**src/rtl/atm_pkg.sv**
```systemverilog
package atm_pkg;
  typedef enum logic [2:0] {
    ST_IDLE,
    ST_REQ,
    ST_START,
    ST_TENURE,
    ST_REL
  } atm_state_e;

  localparam int TT_BURST_BIT  = 1;
  localparam int TT_NODATA_BIT = 3;
  localparam int ALIGN_BITS    = 3;
endpackage

```
**src/rtl/atm_req_capture.sv**
```systemverilog
module atm_req_capture #(
  parameter int ADDR_W = 32,
  parameter int TT_W   = 5
) (
  input  logic              clk,
  input  logic              rst,
  input  logic              load,
  input  logic [ADDR_W-1:0] addr,
  input  logic [TT_W-1:0]   ttype,
  output logic [ADDR_W-1:0] addr_q,
  output logic [TT_W-1:0]   ttype_q,
  output logic              need_data_q
);
  import atm_pkg::*;

  localparam int AB = ALIGN_BITS;

  logic [ADDR_W-1:0] addr_eff;

  always_comb begin
    if (ttype[TT_BURST_BIT]) addr_eff = {addr[ADDR_W-1:AB], {AB{1'b0}}};
    else                     addr_eff = addr;
  end

  always_ff @(posedge clk) begin
    if (rst) begin
      addr_q      <= '0;
      ttype_q     <= '0;
      need_data_q <= 1'b0;
    end else if (load) begin
      addr_q      <= addr_eff;
      ttype_q     <= ttype;
      need_data_q <= ~ttype[TT_NODATA_BIT];
    end
  end
endmodule

```
**src/rtl/atm_tenure_fsm.sv**
```systemverilog
module atm_tenure_fsm (
  input  logic clk,
  input  logic rst,
  input  logic req_valid,
  input  logic grant_in,
  input  logic busy_in,
  input  logic aack_in,
  input  logic need_data,
  output logic req_ready,
  output logic load,
  output logic bus_req,
  output logic start_out,
  output logic start_oe,
  output logic busy_out,
  output logic busy_oe,
  output logic drive_oe,
  output logic dbus_req,
  output logic own_tenure
);
  import atm_pkg::*;

  atm_state_e state;

  assign req_ready  = (state == ST_IDLE);
  assign load       = req_valid && req_ready;
  assign own_tenure = (state == ST_START) || (state == ST_TENURE);

  always_ff @(posedge clk) begin
    if (rst) begin
      state     <= ST_IDLE;
      bus_req   <= 1'b0;
      start_out <= 1'b0;
      start_oe  <= 1'b0;
      busy_out  <= 1'b0;
      busy_oe   <= 1'b0;
      drive_oe  <= 1'b0;
      dbus_req  <= 1'b0;
    end else begin
      case (state)
        ST_IDLE: begin
          if (req_valid) begin
            state   <= ST_REQ;
            bus_req <= 1'b1;
          end
        end
        ST_REQ: begin
          if (grant_in && !busy_in && bus_req) begin
            state     <= ST_START;
            bus_req   <= 1'b0;
            start_out <= 1'b1;
            start_oe  <= 1'b1;
            busy_out  <= 1'b1;
            busy_oe   <= 1'b1;
            drive_oe  <= 1'b1;
            dbus_req  <= need_data;
          end
        end
        ST_START, ST_TENURE: begin
          start_out <= 1'b0;
          dbus_req  <= 1'b0;
          if (aack_in) begin
            state    <= ST_REL;
            start_oe <= 1'b0;
            drive_oe <= 1'b0;
            busy_out <= 1'b0;
          end else begin
            state <= ST_TENURE;
          end
        end
        ST_REL: begin
          busy_oe <= 1'b0;
          state   <= ST_IDLE;
        end
        default: state <= ST_IDLE;
      endcase
    end
  end

  // strobe lasts one cycle
  p_start_single_r4: assert property (@(posedge clk) disable iff (rst)
    start_out |=> !start_out);
  // strobe opens the busy window
  p_start_opens_busy_r4: assert property (@(posedge clk) disable iff (rst)
    $rose(start_out) |-> $rose(busy_out) && start_oe);
  // request gone once the strobe is out
  p_req_dropped_r3: assert property (@(posedge clk) disable iff (rst)
    start_out |-> !bus_req);
  // no strobe follows a grant while busy
  p_no_grant_busy_r3: assert property (@(posedge clk) disable iff (rst)
    (bus_req && busy_in) |=> !start_out);
  // release pattern after acknowledge
  p_release_r7: assert property (@(posedge clk) disable iff (rst)
    (start_oe && aack_in) |=> (!start_oe && !drive_oe && !busy_out && busy_oe));
  // data request only with the strobe
  p_dbus_with_start_r8: assert property (@(posedge clk) disable iff (rst)
    dbus_req |-> start_out);
endmodule

```
**src/rtl/atm_snoop_cap.sv**
```systemverilog
module atm_snoop_cap #(
  parameter int ADDR_W = 32,
  parameter int TT_W   = 5
) (
  input  logic              clk,
  input  logic              rst,
  input  logic              start_in,
  input  logic              own_tenure,
  input  logic [ADDR_W-1:0] addr_in,
  input  logic [TT_W-1:0]   ttype_in,
  output logic              snoop_valid,
  output logic [ADDR_W-1:0] snoop_addr,
  output logic [TT_W-1:0]   snoop_ttype
);
  logic foreign;

  assign foreign = start_in && !own_tenure;

  always_ff @(posedge clk) begin
    if (rst) begin
      snoop_valid <= 1'b0;
      snoop_addr  <= '0;
      snoop_ttype <= '0;
    end else begin
      snoop_valid <= foreign;
      if (foreign) begin
        snoop_addr  <= addr_in;
        snoop_ttype <= ttype_in;
      end
    end
  end

  // own strobe never reported
  p_self_quiet_r9: assert property (@(posedge clk) disable iff (rst)
    (start_in && own_tenure) |=> !snoop_valid);
endmodule

```
**src/rtl/addr_tenure_master.sv**
```systemverilog
module addr_tenure_master #(
  parameter int ADDR_W = 32,
  parameter int TT_W   = 5
) (
  input  logic              clk,
  input  logic              rst,
  input  logic              req_valid,
  output logic              req_ready,
  input  logic [ADDR_W-1:0] req_addr,
  input  logic [TT_W-1:0]   req_ttype,
  output logic              bus_req,
  input  logic              grant_in,
  input  logic              busy_in,
  output logic              busy_out,
  output logic              busy_oe,
  input  logic              start_in,
  output logic              start_out,
  output logic              start_oe,
  input  logic [ADDR_W-1:0] addr_in,
  output logic [ADDR_W-1:0] addr_out,
  output logic              addr_oe,
  input  logic [TT_W-1:0]   ttype_in,
  output logic [TT_W-1:0]   ttype_out,
  input  logic              aack_in,
  output logic              dbus_req,
  output logic              snoop_valid,
  output logic [ADDR_W-1:0] snoop_addr,
  output logic [TT_W-1:0]   snoop_ttype
);
  import atm_pkg::*;

  logic load;
  logic need_data;
  logic own_tenure;

  atm_req_capture #(.ADDR_W(ADDR_W), .TT_W(TT_W)) u_cap (
    .clk(clk), .rst(rst), .load(load), .addr(req_addr), .ttype(req_ttype),
    .addr_q(addr_out), .ttype_q(ttype_out), .need_data_q(need_data)
  );

  atm_tenure_fsm u_fsm (
    .clk(clk), .rst(rst), .req_valid(req_valid), .grant_in(grant_in),
    .busy_in(busy_in), .aack_in(aack_in), .need_data(need_data),
    .req_ready(req_ready), .load(load), .bus_req(bus_req),
    .start_out(start_out), .start_oe(start_oe), .busy_out(busy_out),
    .busy_oe(busy_oe), .drive_oe(addr_oe), .dbus_req(dbus_req),
    .own_tenure(own_tenure)
  );

  atm_snoop_cap #(.ADDR_W(ADDR_W), .TT_W(TT_W)) u_snoop (
    .clk(clk), .rst(rst), .start_in(start_in), .own_tenure(own_tenure),
    .addr_in(addr_in), .ttype_in(ttype_in), .snoop_valid(snoop_valid),
    .snoop_addr(snoop_addr), .snoop_ttype(snoop_ttype)
  );

  // address and type held through the tenure
  p_addr_hold_r5: assert property (@(posedge clk) disable iff (rst)
    (addr_oe && $past(addr_oe)) |-> ($stable(addr_out) && $stable(ttype_out)));
  // burst addresses are double-word aligned on the bus
  p_burst_align_r6: assert property (@(posedge clk) disable iff (rst)
    (addr_oe && ttype_out[TT_BURST_BIT]) |-> (addr_out[ALIGN_BITS-1:0] == '0));
endmodule

```
**config.mk**
```make
export PLATFORM = sky130hd
export DESIGN_NAME = addr_tenure_master
export DESIGN_NICKNAME = d
export VERILOG_FILES = /design/src/rtl/atm_pkg.sv /design/src/rtl/atm_req_capture.sv /design/src/rtl/atm_tenure_fsm.sv /design/src/rtl/atm_snoop_cap.sv /design/src/rtl/addr_tenure_master.sv
export SDC_FILE = /design/constraint.sdc
export NUM_CORES = 1
export LEC_CHECK = 0
export BUFFER_PORTS_ARGS = -buffer_cell sky130_fd_sc_hd__buf_4
export CORE_ASPECT_RATIO = 0.75
export CORE_UTILIZATION = 40
export CTS_BUF_LIST = sky130_fd_sc_hd__clkbuf_8 sky130_fd_sc_hd__clkbuf_16
export DETAILED_ROUTE_END_ITERATION = 12
export PLACE_DENSITY = 0.72
export SYNTH_ARGS = -nofsm -noshare
export SYNTH_HDL_FRONTEND = slang
export SYNTH_SLANG_ARGS = --single-unit
```
**constraint.sdc**
```tcl
create_clock -name clk -period 4.2 [get_ports clk]
set_clock_uncertainty 0.05 [all_clocks]
set_input_delay 0.42 -clock clk [delete_from_list [all_inputs] [get_ports clk]]
set_output_delay 0.42 -clock clk [all_outputs]
set_load 0.03 [all_outputs]
```
==> results of run 1 <==
==> cell type report <==
type / instances / area [um2] / share of cell area
clock buffer: 10 / 138 / 0.0304
tap: 101 / 126 / 0.0279
timing repair buffer: 167 / 1250 / 0.277
multi-input combinational: 252 / 1240 / 0.275
inverter: 2 / 7.51 / 0.00166
clock inverter: 6 / 80.1 / 0.0177
sequential: 84 / 1680 / 0.371
==> worst max-delay path by stage <==
stage | end | slack (ps)
final | u_cap.need_data_q | 2430
after global routing | u_cap.addr_q[0] | 2290
after floorplan | req_ready | 2590
after global placement | u_cap.need_data_q | 2470
after CTS | u_cap.need_data_q | 2410
after detailed placement | u_cap.need_data_q | 2440
==> metal layers <==
layer	GRT usage	wire, um
met5	0	0
met4	0.0843	215
met3	0.0756	530
met2	0.323	3960
met1	0.265	3790
==> report_power, final <==
group	internal, mW	switching, mW
logic	0.133	0.181
clock network	0.346	0.277
registers	0.839	0.0226
total	1.32	0.481
==> cells in the mapped netlist, types with 2 or more instances <==
cell type | n | area, um2
a211oi_1 | 2 | 15.0
or4b_1 | 2 | 20.0
clkbuf_1 | 20 | 75.1
nor2_1 | 5 | 18.8
buf_4 | 2 | 15.0
nor3_1 | 3 | 15.0
buf_1 | 2 | 7.51
buf_2 | 8 | 40.0
o21a_1 | 3 | 22.5
nand3b_1 | 4 | 30.0
dfxtp_1 | 84 | 1680
nand2_1 | 72 | 270
buf_6 | 5 | 56.3
o21ai_0 | 38 | 190
a21oi_1 | 75 | 375
nand3_1 | 37 | 185
nor2b_1 | 2 | 12.5
==> through the flow <==
step / instance area, um2 / std cells / util
2_1_floorplan: 3120 / 375 / -
3_3_place_gp: 4310 / 606 / 0.580
4_1_cts: 4530 / 622 / 0.610
5_1_grt: 4530 / 622 / 0.610
6_report: 4530 / 622 / 0.610
3_5_place_dp: 4310 / 606 / 0.580
==> kinds of logic after synthesis <==
logic type      count (synthesis)
compound gates                121
buf+inv                        39
simple gates                  130
mux                             1
flops                          84
==> sequential cells by signal, indices dropped and copies added, names as in the netlist <==
register	flops
u_snoop.snoop_valid	1
u_fsm.busy_out	1
u_cap.need_data_q	1
u_snoop.snoop_addr	32
u_snoop.snoop_ttype	5
u_cap.ttype_q	5
u_fsm.busy_oe	1
u_cap.addr_q	32
u_fsm.dbus_req	1
u_fsm.start_out	1
u_fsm.state	3
u_fsm.bus_req	1
==> out/metrics.cfg, run 1 <==
[logic_synthesis]
synth.cell_area_um2 = 3120
synth_compound_area_frac = 0.201
yosys-mux-area-fraction = 0.00321
synth_top_family_by_area = compound AO/OA/AOI/OAI gates
avgSynthCellArea_um2 = 8.31
yosys.area_share.simple = 0.191
synth_enable_flop_cells = 0
synthAdderAreaFrac = 0
synth_flop_cell = dfxtp_1
synth_cells = 375
syn_nets = 456
async_reset_ff_frac = 0
synth-xor-area-share = 0
yosysUniqueCellTypes = 28
ys_seq_area_frac = 0.540
yosysWarnings = 0
synth_seq_cells = 84

[critical_path]
regToRegStartpoint = u_fsm.state[2]
worst-endpoint-arrival_ps = 1970
worstPathCellList = nor4b_4, buf_4, nor2_1, a211oi_1
end_kind = flip-flop
critPathLaunchType = flip-flop
critPathMaxFanout = 33
rr_endpoint = u_cap.need_data_q
path_depth = 4
reg2reg_slack_ps = 2430
path_class = flip-flop to flip-flop
critPathTopFamily = simple AND/OR/NAND/NOR gates
critPathLaunch = u_fsm.state[2]
critical_path_buf_inv_count = 1
critPathSlowestCell = nor4b_4
required_ps = 4400
rr_worst_depth = 4
max_stage_delay_ps = 520

[clock_tree]
cts_post_setup_buffers_inserted = 0
clk_latency_ps = 340
postCtsResizedCells = 0
numCtsBuffers = 9
cts_hold_buf = 0
clk_pin_slew_worst_paths_ps = 80
cts.path.max_buffers = 2
cts_max_level = 3
cts_num_sinks = 84
tritoncts = built
root_buffer = clkbuf_8

[floorplanning]
start_util = 0.419
rows = 27
fp.dieH_um = 78.4
core_area_um2 = 7430
design.die.area_um2 = 8150
pin_count = 164
dieWidth_um = 104

[placement]
pre_cts_ws_ps = 2440
post-dp-hpwl_um = 5640
gp_congestion = 0.693
port_buffers = 163

[timing]
finalHoldViolations = 0
worst_slew_pin_slew_ps = 871
period_share = 0.421
setup_viol_count_final = 0
drv_slew = 0
rsz0062_at_grt = no
clock.fmax_ghz = 0.566
final.setup.tns_ps = 0
period_needed_ps = 1770
hold_ws_ps = 215
fin_ws_ps = 2430
slew_headroom = 0.419

[grt]
grt.total_usage = 0.209
grt_pass1_wl_um = 13800
antenna_found_initial = 0
grt_start_max_net_pins = 84
overflow = 0
first_global_vias = 2895

[layout]
mostFrequentLayoutCell = buf_4
layout_common_cells = 167 x buf_4, 84 x dfxtp_1, 75 x a21oi_1, 72 x nand2_1, 38 x o21ai_0
fin_nets = 597
diodes = 0
synthToLayoutAreaGrowth_pct = 45.4
drive_above_1_share = 0.353
n_fill_cell = 673

[worst_hold_path]
min_from = req_ttype[3]
worstHoldPathCells = 2
holdPathEnd = u_cap.need_data_q
hp-class = input port to flip-flop

[routing]
vias = 3082
routedWlPerCell_um = 13.7
via_per_inst = 4.95
drc_errors = 0
ant_nets = 0
drt_iter0_markers = 169
routed_wl_um = 8500
drt-pass1-iter-count = 4

[power]
ir_worst_vdd_mv = 0.215
p_leak_nw = 2.00
totalPowerFinal_mw = 1.80
powerDensity_nw_per_um2 = 397

[outcome]
status = finished, final reports clean

[job]
max_cap_viol_count = 0

(Power assumes the default switching activity.)
==> inputs of run 2 (changes only) <==
Settings changed: PLACE_DENSITY 0.72 to 0.75.
Clock period 4.2 ns to 1.6 ns, I/O delays scaled along.
==> run 2 against run 1 <==
  * Sequential cell count unchanged
  * Power increased to 2.5 times the previous value
  * Largest power group unchanged
  * Sequential share of layout area decreased by 2.0 points
  * First-iteration DRC count decreased by 19%
  * Critical path type unchanged
==> out/metrics.cfg, run 2 (synthesized netlist as in run 1, its figures left out) <==
[outcome]
status = finished, final reports clean  ; unchanged

[placement]
post-dp-hpwl_um = 6120  ; was 5640 um
port_buffers = 163  ; unchanged
dp.cells = 616  ; was 606
pre_cts_ws_ps = 151  ; was 2440 ps
gp_congestion = 0.746  ; was 0.693

[routing]
routed_wl_um = 9240  ; was 8500 um
vias = 3272  ; was 3,082
via_per_inst = 5.04  ; was 4.95
routedWlPerCell_um = 14.2  ; was 13.7 um
drt-pass1-iter-count = 4  ; unchanged
drc_errors = 0  ; unchanged
ant_nets = 0  ; unchanged
drt_iter0_markers = 137  ; was 169

[layout]
register_area_um2 = 1680  ; unchanged
instances_no_fill = 649  ; was 622
multi_input_area_um2 = 1240  ; unchanged
drive_above_1_share = 0.352  ; was 0.353
synthToLayoutAreaGrowth_pct = 53.9  ; was 45.4%
fin_nets = 624  ; was 597
diodes = 0  ; unchanged
layout_common_cells = 173 x buf_4, 84 x dfxtp_1, 75 x a21oi_1, 72 x nand2_1, 38 x o21ai_0  ; was 167 x buf_4, 84 x dfxtp_1, 75 x a21oi_1, 72 x nand2_1, 38 x o21ai_0
mostFrequentLayoutCell = buf_4  ; unchanged
n_fill_cell = 652  ; was 673
top_regs = u_cap.addr_q x32, u_snoop.snoop_addr x32  ; unchanged

[grt]
grt.total_usage = 0.228  ; was 0.209
first_global_vias = 3113  ; was 2,895
grt_start_max_net_pins = 71  ; was 84
grt_busiest_layer = met2  ; unchanged
gr-usage-met1 = 0.282  ; was 0.265
grt_pass1_wl_um = 15000  ; was 13,800 um
antenna_found_initial = 0  ; unchanged
overflow = 0  ; unchanged
met3_usage = 0.0648  ; was 0.0756
met2_usage = 0.383  ; was 0.323

[critical_path]
regToRegStartpoint = u_fsm.state[2]  ; unchanged
rr_endpoint = u_cap.addr_q[9]  ; was u_cap.need_data_q
end_kind = flip-flop  ; unchanged
required_ps = 1770  ; was 4400 ps
rr_worst_depth = 4  ; unchanged
worst-endpoint-arrival_ps = 1630  ; was 1970 ps
path_class = flip-flop to flip-flop  ; unchanged
critPathMaxFanout = 37  ; was 33
critPathLaunchType = flip-flop  ; unchanged
reg2reg_slack_ps = 140  ; was 2430 ps

[floorplanning]
dieWidth_um = 104  ; unchanged
design.die.area_um2 = 8150  ; unchanged
core_area_um2 = 7430  ; unchanged
start_util = 0.419  ; unchanged
pin_count = 164  ; unchanged
rows = 27  ; unchanged
fp.dieH_um = 78.4  ; unchanged

[clock_tree]
clk_pin_slew_worst_paths_ps = 80  ; about the same
clk_latency_ps = 340  ; about the same
cts_max_level = 3  ; unchanged
cts_num_sinks = 84  ; unchanged
cts.path.max_buffers = 2  ; unchanged
root_buffer = clkbuf_8  ; unchanged
numCtsBuffers = 9  ; unchanged
cts_post_setup_buffers_inserted = 0  ; unchanged
tritoncts = built  ; unchanged
cts_hold_buf = 17  ; was 0
postCtsResizedCells = 0  ; unchanged

[timing]
slew_headroom = 0.643  ; was 0.419
drv_slew = 0  ; unchanged
hold_ws_ps = 14.6  ; was 215 ps
period_share = 0.913  ; was 0.421
setup_viol_count_final = 0  ; unchanged
clock.fmax_ghz = 0.685  ; was 0.566 GHz
worst_slew_pin_slew_ps = 534  ; was 871 ps
period_needed_ps = 1460  ; was 1770 ps
finalHoldViolations = 0  ; unchanged
final.setup.tns_ps = 0  ; unchanged
fin_ws_ps = 140  ; was 2430 ps
rsz0062_at_grt = no  ; unchanged

[power]
powerDensity_nw_per_um2 = 956  ; was 397 nW/um2
ir_worst_vdd_mv = 0.507  ; was 0.215 mV
p_leak_nw = 2.13  ; was 2.00 nW

[worst_hold_path]
min_from = ttype_in[1]  ; was req_ttype[3]
worstHoldPathCells = 3  ; was 2
holdPathEnd = u_snoop.snoop_ttype[1]  ; was u_cap.need_data_q
hp-class = input port to flip-flop  ; unchanged

[job]
max_cap_viol_count = 0  ; unchanged

==> run 2: changes by cell type in the layout (fill, tap and decap cells not counted), sizes merged <==
cell and change:
inv +1, bufinv -1, buf +10, clkbuf -1, clkinvlp +1, dlygate4sd3 +17
==> run 2: where the power goes <==
group	switching, mW	internal, mW	leakage [nW]
clock network	0.723	0.703	0.0990
logic	0.499	0.396	1.34
registers	0.0582	2.20	0.690
==> run 2: cell type report <==
type | count | area share
clock inverter | 7 | 0.0128
timing repair buffer | 194 | 0.323
clock buffer | 9 | 0.0258
sequential | 84 | 0.351
tap | 101 | 0.0264
inverter | 2 | 0.00157
multi-input combinational | 252 | 0.259
==> run 2: worst max path at each step <==
stage                   start               end  cells after the start
2_1_floorplan  u_fsm.state[2]  u_cap.addr_q[10]                      6
3_3_place_gp   u_fsm.state[2]  u_cap.addr_q[21]                      4
3_5_place_dp   u_fsm.state[2]  u_cap.addr_q[18]                      4
4_1_cts        u_fsm.state[2]         req_ready                      3
5_1_grt        u_fsm.state[0]  u_cap.addr_q[31]                      5
6_report       u_fsm.state[2]   u_cap.addr_q[9]                      4
==> run 2: layer usage <==
layer  up-vias  wire [um]
met1      1542       3940
met3        14        478
met5         -          0
met4         0        141
met2        99       4680
li1       1617          -
==> run 2: critical path, stage by stage (launching register included) <==
cell and delay (ps):
dfxtp_1 350, or4b_1 580, buf_12 200, nand2_1 90, a21oi_1 60
==> run 2: metrics by stage <==
step                instance area [um2]   util  total power [mW]
floorplan                          3120      -              2.77
global placement                   4440  0.597              3.15
detailed placement                 4440  0.597              3.17
CTS                                4790  0.645              4.62
global route                       4790  0.645              4.80
finish                             4790  0.645              4.58
